===== config.mk =====
export PLATFORM = sky130hd
export DESIGN_NAME = scl_clock_gen
export DESIGN_NICKNAME = d
export VERILOG_FILES = /design/src/rtl/scl_clock_gen.sv
export SDC_FILE = /design/constraint.sdc
export NUM_CORES = 1
export LEC_CHECK = 0
export CORE_MARGIN = 2
export CORE_UTILIZATION = 45
export DETAILED_ROUTE_END_ITERATION = 8
export DONT_BUFFER_PORTS = 1
export PLACE_DENSITY_LB_ADDON = 0.2
export SYNTH_ARGS = -nofsm -noshare
export SYNTH_HDL_FRONTEND = slang
export SYNTH_SLANG_ARGS = --single-unit

===== constraint.sdc =====
create_clock -name clk -period 3.3 [get_ports clk]
set_clock_uncertainty 0.1 [all_clocks]
set_input_delay 0.66 -clock clk [delete_from_list [all_inputs] [get_ports clk]]
set_output_delay 0.66 -clock clk [all_outputs]
set_load 0.02 [all_outputs]

===== src/rtl/scl_clock_gen.sv =====
module scl_clock_gen #(
  parameter int CNT_W = 16
) (
  input  logic             clk,
  input  logic             rst_n,
  input  logic             start_req,
  input  logic             stop_req,
  input  logic             fast_sel,
  input  logic [CNT_W-1:0] std_hcnt,
  input  logic [CNT_W-1:0] std_lcnt,
  input  logic [CNT_W-1:0] fast_hcnt,
  input  logic [CNT_W-1:0] fast_lcnt,
  input  logic             scl_sense,
  output logic             scl_drive_low,
  output logic             start_hold,
  output logic             busy
);
  localparam int TW = CNT_W + 4;

  typedef enum logic [2:0] {S_IDLE, S_HOLD, S_LOW, S_WAIT, S_HIGH} st_t;

  st_t           st;
  logic [TW-1:0] cnt;
  logic          stop_pend;

  wire [TW-1:0] hsel = fast_sel ? TW'(fast_hcnt) : TW'(std_hcnt);
  wire [TW-1:0] lsel = fast_sel ? TW'(fast_lcnt) : TW'(std_lcnt);
  wire          last = (cnt == '0);

  always_ff @(posedge clk or negedge rst_n) begin
    if (!rst_n) begin
      st  <= S_IDLE;
      cnt <= '0;
    end else begin
      case (st)
        S_IDLE:
          if (start_req) begin
            st  <= S_HOLD;
            cnt <= hsel + TW'(2);
          end
        S_HOLD:
          if (last) begin
            st  <= S_LOW;
            cnt <= lsel;
          end else cnt <= cnt - 1'b1;
        S_LOW:
          if (last) st <= S_WAIT;
          else cnt <= cnt - 1'b1;
        S_WAIT:
          if (scl_sense) begin
            st  <= S_HIGH;
            cnt <= hsel + TW'(6);
          end
        S_HIGH:
          if (last) begin
            st  <= (stop_pend || stop_req) ? S_IDLE : S_LOW;
            cnt <= lsel;
          end else cnt <= cnt - 1'b1;
        default: st <= S_IDLE;
      endcase
    end
  end

  always_ff @(posedge clk or negedge rst_n) begin
    if (!rst_n)             stop_pend <= 1'b0;
    else if (st == S_IDLE)  stop_pend <= 1'b0;
    else if (stop_req)      stop_pend <= 1'b1;
  end

  assign scl_drive_low = (st == S_LOW);
  assign start_hold    = (st == S_HOLD);
  assign busy          = (st != S_IDLE);
endmodule


==> results.ini, run 1 <==
[place]
gp_congestion=0.8371
detailed_place_hpwl_um=4976
portBuffers=0

[synth]
async_flop_share_pct=100.0
post_synth.cell_area_avg_um2=8.037
synth.most_common_cell=mux2i_1
ys_seq_area_share_pct=25.33
synth_edf_count=0
synthesis.area_um2=2371
synth_top_area_share_pct=25.33
synthFlopType=dfrtp_1
synth_area_leaders=dfrtp_1 (25%), mux2i_1 (11%), o21ai_0 (4.9%)
synth_top_area_cell=dfrtp_1
syn_inst=295
synth_fp_nets=369
ys_ff_latch=24
synth.distinct_cells=51
synthTopCellsByCount=mux2i_1 (27), nor2_1 (25), dfrtp_1 (24), o21ai_0 (23), nand2_1 (20)
yosysWarnings=0

[global_route]
grtUsageTotal_pct=22.49
grt_pass1_vias=2177
antenna_found_initial=0
grt-ovfl-total=0
grt_max_degree=43
grt_first_pass_wirelength_um=10770

[detailed_routing]
vias=2257
drc=0
routed_wl_um=6483
drt-initial-drc-count=143
drtAntennaViolNets=0
wl_per_cell_um=18.11
dr.pass1.iters=4
viasPerCell=6.304

[cts]
cts_root_buf=clkbuf_8
post_cts_buffers=0
numCtsBuffers=3
path_clk_slew_ps=90
cts_htree_levels=1
cts_tree=yes
cts_sinks=24
cts-root-to-sink-buffers=2
clk_latency_ps=270

[floorplan]
core_area_um2=5107
die-area_um2=5865
die_w_um=76.59
rows=26
die_h_um=76.59
start_util_pct=46.42
io_pins=73

[sta]
hold_viol_final=0
slew_violations=0
final.period_utilization_pct=85.83
maxSlewHeadroom_pct=54.92
tightest_slew_ps=657.3
fin_setup_tns_ps=0
rsz0062_at_grt=no
min_period_ps=2832
max_freq_ghz=0.3531
setup_viol=0

[final_layout]
final_util_pct=48.90
diodes=0
drive_gt1_share_pct=7.986
fin_nets=363
syn_to_final_growth_pct=5.330

[worst_setup_path]
reg2reg_to=cnt[5]$_DFFE_PN0P_
cp-startpoint=cnt[8]$_DFFE_PN0P_
rr_startpoint=cnt[8]$_DFFE_PN0P_
r2r_cells=6
cp-endpoint=cnt[5]$_DFFE_PN0P_
cp.required_ps=3370
worstSetupPathType=reg -> reg
crit_path_max_fanout=27
cp-start-kind=register
arrival_ps=2900
r2r_slack_ps=470
end_kind=register

[power]
pwr-share-seq_pct=45.6
internal_power_uw=714.8
p_per_area_nw_per_um2=468.2
p_switching_uw=454.6
comb_power_share_pct=36.5
power_frac_clock_pct=17.8
sw_frac_of_total_pct=38.87
leakagePower_nw=0.9988
ir_drop_mv=0.1893

[min_path]
hp-class=in -> async

[job]
drv_cap=0

[run_status]
status=finished clean

[worst min path at each step]
stage | endpoint | cells after the start | from
3_3_place_gp | cnt[0]$_DFFE_PN0P_ | 0 | rst_n
6_report | cnt[1]$_DFFE_PN0P_ | 1 | rst_n
2_1_floorplan | cnt[0]$_DFFE_PN0P_ | 0 | rst_n
4_1_cts | cnt[1]$_DFFE_PN0P_ | 1 | rst_n
3_5_place_dp | cnt[1]$_DFFE_PN0P_ | 0 | rst_n
5_1_grt | cnt[1]$_DFFE_PN0P_ | 1 | rst_n
[stage by stage]
stage	total power [mW]	setup slack, ps	instance area [µm²]	hold slack [ps]	cells
after floorplan	0.8544	18.24	2387	264.4	295
after global placement	0.9402	539.3	2422	265.5	353
after detailed placement	0.9491	503.7	2422	265.5	353
after CTS	1.165	481.8	2497	98.21	358
after global routing	1.258	291.2	2497	94.90	358
final	1.169	467.6	2497	95.21	358
[routing by layer]
layer / vias to the layer above / part of all wire, % / global-route usage, % / wire (µm)
met5: - / 0 / 0 / 0
met4: 0 / 1.1 / 5.091 / 74
met3: 6 / 6.1 / 2.251 / 395
met2: 79 / 46 / 36.02 / 2986
met1: 1066 / 47 / 32.74 / 3026
li1: 1106 / - / - / -
[cells by family (layout without fill, tap and decap cells)]
kind of cell | Yosys count | after routing | share of synthesized area, %
xor gates and xnor gates | 15 | 15 | 5.541
muxes | 33 | 33 | 14.25
DFF | 24 | 24 | 25.33
buffers and inverters | 25 | 18 | 4.221
adders and majority gates | 4 | 4 | 2.428
AOI/OAI and AO/OA | 79 | 79 | 22.11
and+or+nand+nor | 115 | 115 | 26.12
[area by class of cell]
cell class,count,area [µm²]
well taps,70,87.58
inverters,9,33.78
clock buffers,4,55.05
fillers,532,2610
repair buffers,5,50.05
multi-input cells,246,1670
flip-flops and latches,24,600.6
[power groups by stage]
stage | Clock (mW) | Sequential [mW] | Combinational [mW]
detailed placement | 0 | 0.536 | 0.413
floorplan | 0 | 0.496 | 0.359
CTS | 0.211 | 0.530 | 0.424
finish | 0.209 | 0.534 | 0.427
global route | 0.227 | 0.554 | 0.477
global placement | 0 | 0.533 | 0.407
[critical path, cell delays in order (launching register included)]
cell and delay [ps]:
dfrtp_1 450, or4_1 670, and4bb_2 420, a31o_2 490, nand2_1 180, a32o_1 270
a21o_1 150
[registers in the layout (all words and copies together) (netlist names)]
name       count
cnt           20
st             3
stop_pend      1
[cells in the final DEF (no fill, tap or decap), types with 8 or more instances in the layout]
master,count
mux2i_1,27
nor2_1,25
dfrtp_1,24
o21ai_0,23
nand2_1,20
nand3_1,15
nor3_1,13
a21oi_1,11
xor2_1,10
nand3b_1,9
inv_1,9
o22ai_1,8
[timing repair]
action,4_1_cts,5_1_grt
endpoints found under the hold margin,24,0
setup endpoints to repair,0,0
gates resized for setup,0,0
hold buffers,1,0
(Power assumes the default switching activity.)
==> run 2, diff against run 1 <==
- PLACE_DENSITY_LB_ADDON: 0.2 -> default
- TNS_END_PERCENT: default -> 30
- clock period: 3.3 -> 2.85 ns (I/O delays scaled with it)
==> run 2 against run 1 <==
- maximum frequency is 7.0% higher
- highest routed layer unchanged
- largest cell class unchanged
- die area stayed put
- largest power group unchanged
- critical endpoint unchanged
- global-route usage is 0.56 points higher
==> results.ini, run 2 (synthesis results as in run 1) <==
[run_status]
status=finished clean  ; unchanged

[global_route]
grt_pass1_vias=2234  ; was 2177
grt_max_degree=43  ; unchanged
antenna_found_initial=0  ; unchanged
grt_first_pass_wirelength_um=11010  ; was 10770 µm
grtUsageTotal_pct=23.05  ; was 22.49%
grt-ovfl-total=0  ; unchanged

[detailed_routing]
met2_length_um=3136  ; was 2986 µm
drt-initial-drc-count=155  ; was 143
wl_met1_um=3078  ; was 3026 µm
drtAntennaViolNets=0  ; unchanged
routed_wl_um=6658  ; was 6483 µm
viasPerCell=6.311  ; was 6.304
vias=2316  ; was 2257
drc=0  ; unchanged
top_layer_used=met4  ; unchanged
wl_per_cell_um=18.14  ; was 18.11 µm
dr.pass1.iters=4  ; unchanged
routed-wl-met3_um=347  ; was 395 µm

[sta]
slew_violations=0  ; unchanged
max_freq_ghz=0.3776  ; was 0.3531 GHz
fin_setup_tns_ps=0  ; unchanged
maxSlewHeadroom_pct=58.41  ; was 54.92%
rsz0062_at_grt=no  ; unchanged
setup_viol=0  ; unchanged
hold_viol_final=0  ; unchanged
tightest_slew_ps=619.1  ; was 657.3 ps
min_period_ps=2648  ; was 2832 ps
final.period_utilization_pct=92.91  ; was 85.83%

[worst_setup_path]
cp.depth=6  ; unchanged
crit_path_max_fanout=17  ; was 27
end_kind=register  ; unchanged
r2r_cells=6  ; unchanged
cp-start-kind=register  ; unchanged
worstSetupPathType=reg -> reg  ; unchanged
arrival_ps=2730  ; was 2900 ps
cpPeakStageDelay_ps=600  ; was 670 ps
crit_family=simple AND/OR/NAND/NOR gates  ; unchanged
crit_slowest_cell=or4_1  ; unchanged
crit_buf_inv=0  ; unchanged
cp_cell_sequence=or4_1, and4bb_2, a31o_2, nand2_1, a32o_1, a21o_1  ; unchanged
cp.required_ps=2930  ; was 3370 ps

[place]
portBuffers=0  ; unchanged
dpl.cell_count=361  ; was 353
gp_congestion=0.8448  ; was 0.8371
detailed_place_hpwl_um=4964  ; was 4976 µm

[final_layout]
syn_to_final_growth_pct=10.50  ; was 5.330%
diodes=0  ; unchanged
largest-register=cnt  ; unchanged
fin_nets=372  ; was 363
reg_top3=cnt: 20 flops, st: 3 flops, stop_pend: 1 flops  ; unchanged
stdcell_count=367  ; was 358
drive_gt1_share_pct=11.45  ; was 7.986%
layout_common_cells=mux2i_1 (27), nor2_1 (24), dfrtp_1 (24)  ; was mux2i_1 (27), nor2_1 (25), dfrtp_1 (24)
largest_register_ffs=20  ; unchanged
final_common_cell=mux2i_1  ; unchanged

[floorplan]
rows=26  ; unchanged
die_h_um=76.59  ; unchanged
core_area_um2=5107  ; unchanged
die_w_um=76.59  ; unchanged
io_pins=73  ; unchanged
start_util_pct=46.42  ; unchanged
die-area_um2=5865  ; unchanged

[cts]
post_cts_buffers=0  ; unchanged
numCtsBuffers=3  ; unchanged
clk_latency_ps=280  ; was 270 ps
cts_tree=yes  ; unchanged
cts_htree_levels=1  ; unchanged
cts-root-to-sink-buffers=2  ; unchanged
cts_root_buf=clkbuf_8  ; unchanged
path_clk_slew_ps=100  ; was 90 ps
cts_sinks=24  ; unchanged

[min_path]
hp-class=in -> reg  ; was in -> async
holdPathStages=1

[job]
drv_cap=0  ; unchanged

[power]
leakagePower_nw=1.057  ; was 0.9988 nW
p_per_area_nw_per_um2=560.7  ; was 468.2 nW/µm²
ir_drop_mv=0.2603  ; was 0.1893 mV

-- run 2: timing repair --
item	CTS	global route
resized for setup	0	1
endpoints found under the hold margin	24	0
setup endpoints to repair	0	1
hold buffers	2	0
-- run 2: worst paths after layout --
| check | start | to | slack [ps] |
|---|---|---|---|
| worst min-delay path | stop_req | stop_pend$_DFFE_PN0P_ | 300 |
| worst max-delay path | cnt[8]$_DFFE_PN0P_ | cnt[5]$_DFFE_PN0P_ | 200 |
| worst min register to register | stop_pend$_DFFE_PN0P_ | stop_pend$_DFFE_PN0P_ | 400 |
| min in group asynchronous | rst_n | cnt[11]$_DFFE_PN0P_ | 630 |
| max in group asynchronous | rst_n | st[2]$_DFFE_PN0P_ | 1860 |
| worst max register to register | cnt[8]$_DFFE_PN0P_ | cnt[5]$_DFFE_PN0P_ | 200 |
-- run 2: layout make-up --
type / count / area (µm²)
Multi-Input combinational cell: 246 / 1707
Sequential cell: 24 / 600.6
Fill cell: 529 / 2487
Clock buffer: 3 / 41.29
Inverter: 9 / 33.78
Clock inverter: 1 / 30.03
Tap cell: 70 / 87.58
Timing Repair Buffer: 14 / 120.1
-- run 2: report_power, final --
part | switching [mW] | internal, mW | leakage (nW) | total (mW)
clock | 0.130 | 0.188 | 0.0357 | 0.319
sequential | 0.157 | 0.466 | 0.296 | 0.623
combinational | 0.269 | 0.258 | 0.725 | 0.527
-- run 2: worst reg2reg max path, cell delays in order (launching register included) --
cell and delay, ps:
dfrtp_1 460, or4_1 600, and4bb_2 410, a31o_2 390, nand2_1 160, a32o_1 270
a21o_1 140
-- run 2: stage by stage --
stage	utilization, %	power [mW]	setup slack, ps	cell area (µm²)	hold slack (ps)
global route	51.30	1.578	35.70	2620	303.9
finish	51.30	1.469	201.9	2620	297.6
floorplan	-	1.002	-16.66	2469	174.4
detailed placement	49.19	1.131	235.0	2512	175.1
CTS	51.18	1.461	217.5	2614	298.2
global placement	49.19	1.124	228.4	2512	175.1
-- run 2: metal layers --
layer / track usage (%) / up-vias
met4: 6.727 / 0
met2: 37.26 / 78
met3: 2.607 / 9
met5: 0 / -
met1: 32.42 / 1098
li1: - / 1131
==> run 3, diff against run 2 <==
- CORE_MARGIN: 2 -> default
- CTS_CLUSTER_DIAMETER: default -> 40
==> run 3 against run 2 <==
- clock power down 19%
- sequential cell count unchanged
- total power down 5.1%
- hold slack better by 2.3 ps
- cell area down 1.1%
- setup slack worse by 31 ps
- maximum frequency down 1.2%
- sequential power down 1%
- wire length down 0.72%
- register-to-register slack worse by 30 ps
- global-route usage up 2.3 points
==> results.ini, run 3 (synthesis results as in run 1) <==
[place]
detailed_place_hpwl_um=4993  ; was 4964 µm
portBuffers=0  ; unchanged
gp_congestion=0.9287  ; was 0.8448

[detailed_routing]
vias=2281  ; was 2316
drtAntennaViolNets=0  ; unchanged
wl_per_cell_um=18.06  ; was 18.14 µm
drc=0  ; unchanged
drt-initial-drc-count=119  ; was 155
routed_wl_um=6610  ; was 6658 µm
viasPerCell=6.232  ; was 6.311
dr.pass1.iters=4  ; unchanged

[final_layout]
reg_top3=cnt: 20 flops, st: 3 flops, stop_pend: 1 flops  ; unchanged
multi_input_area_um2=1700  ; was 1707 µm²
final_common_cell=mux2i_1  ; unchanged
fin_nets=371  ; was 372
drive_gt1_share_pct=10.81  ; was 11.45%
regArea_um2=600.6  ; unchanged
largest_register_ffs=20  ; unchanged
syn_to_final_growth_pct=9.235  ; was 10.50%
diodes=0  ; unchanged
fillers=535  ; was 529
largest-register=cnt  ; unchanged
layout_common_cells=mux2i_1 (27), nor2_1 (24), dfrtp_1 (24)  ; unchanged

[worst_setup_path]
end_kind=register  ; unchanged
arrival_ps=2760  ; was 2730 ps
cp-start-kind=register  ; unchanged
crit_path_max_fanout=16  ; was 17
worstSetupPathType=reg -> reg  ; unchanged
r2r_cells=7  ; was 6
cp.required_ps=2930  ; about the same

[cts]
numCtsBuffers=3  ; unchanged
ctsResizeCount=0  ; unchanged
cts_sinks=24  ; unchanged
ctsHoldBuffers=2  ; unchanged
path_clk_slew_ps=100  ; about the same
cts_tree=yes  ; unchanged
cts_root_buf=clkbuf_8  ; unchanged
clk_latency_ps=280  ; about the same
cts_htree_levels=1  ; unchanged
cts-root-to-sink-buffers=2  ; unchanged
post_cts_buffers=0  ; unchanged

[global_route]
antenna_found_initial=0  ; unchanged
grtUsageTotal_pct=25.36  ; was 23.05%
grt-ovfl-total=0  ; unchanged
grt_max_degree=43  ; unchanged
grt_pass1_vias=2165  ; was 2234
grt_first_pass_wirelength_um=10610  ; was 11010 µm

[sta]
final.period_utilization_pct=94.00  ; was 92.91%
rsz0062_at_grt=no  ; unchanged
maxSlewHeadroom_pct=55.71  ; was 58.41%
hold_viol_final=0  ; unchanged
setup_viol=0  ; unchanged
slew_violations=0  ; unchanged
tightest_slew_ps=659.3  ; was 619.1 ps
min_period_ps=2679  ; was 2648 ps
fin_setup_tns_ps=0  ; unchanged
max_freq_ghz=0.3733  ; was 0.3776 GHz
holdWs_ps=299.9  ; was 297.6 ps

[power]
ir_drop_mv=0.2759  ; was 0.2603 mV
p_per_area_nw_per_um2=538.3  ; was 560.7 nW/µm²
leakagePower_nw=1.044  ; was 1.057 nW

[floorplan]
die-area_um2=5563  ; was 5865 µm²
io_pins=73  ; unchanged
core_area_um2=5075  ; was 5107 µm²
start_util_pct=46.72  ; was 46.42%
die_w_um=74.59  ; was 76.59 µm
rows=26  ; unchanged
die_h_um=74.59  ; was 76.59 µm

[min_path]
holdPathStages=1  ; unchanged
hp-class=in -> reg  ; unchanged

[job]
drv_cap=0  ; unchanged

[run_status]
status=finished clean  ; unchanged

-- run 3: cell types whose count changed in the layout (fill, tap and decap cells not counted), sizes merged --
cell    delta
clkbuf     +1
buf        -1
bufinv     -1
-- run 3: critical path, stage by stage (launching register included) --
cell and delay (ps):
dfrtp_1 460, or4_1 610, and4bb_2 400, a31o_2 370, buf_4 240, o32a_1 170
a21oi_1 60, a21o_1 160
-- run 3: cell type report --
type                            count  share of cell area [%]
Clock buffer                        4                   2.126
Tap cell                           70                   3.382
Inverter                            9                   1.304
Multi-Input combinational cell    246                   65.65
Timing Repair Buffer               13                   4.348
Sequential cell                    24                   23.19
-- run 3: stage by stage --
step           setup slack [ps]  power [mW]  cells  instance area (µm²)  util (%)
6_report                  170.9       1.394    366                 2590     51.04
5_1_grt                   79.48       1.513    366                 2590     51.04
4_1_cts                   205.8       1.393    366                 2590     51.04
3_5_place_dp              232.8       1.128    360                 2505     49.36
3_3_place_gp              253.9       1.120    360                 2505     49.36
2_1_floorplan            -16.66       1.002    295                 2469         -
-- run 3: path summary, 6_finish.rpt --
kind,startpoint,endpoint,slack [ps]
worst min register to register,stop_pend$_DFFE_PN0P_,stop_pend$_DFFE_PN0P_,400
max in group asynchronous,rst_n,cnt[8]$_DFFE_PN0P_,1850
worst max register to register,cnt[8]$_DFFE_PN0P_,cnt[8]$_DFFE_PN0P_,170
worst min-delay path,stop_req,stop_pend$_DFFE_PN0P_,300
min in group asynchronous,rst_n,cnt[7]$_DFFE_PN0P_,650
worst max-delay path,cnt[8]$_DFFE_PN0P_,cnt[8]$_DFFE_PN0P_,170
-- run 3: where the power goes --
| group | switching, mW | internal (mW) | total [mW] |
|---|---|---|---|
| logic | 0.263 | 0.260 | 0.523 |
| registers | 0.148 | 0.466 | 0.614 |
| clock network | 0.132 | 0.124 | 0.257 |
-- run 3: layer usage --
| layer | up-vias | GRT usage (%) | wire (µm) |
|---|---|---|---|
| met2 | 88 | 42.84 | 3176 |
| met1 | 1060 | 33.61 | 2863 |
| met5 | - | 0 | 0 |
| met3 | 10 | 3.388 | 440 |
| li1 | 1123 | - | - |
| met4 | 0 | 7.757 | 130 |
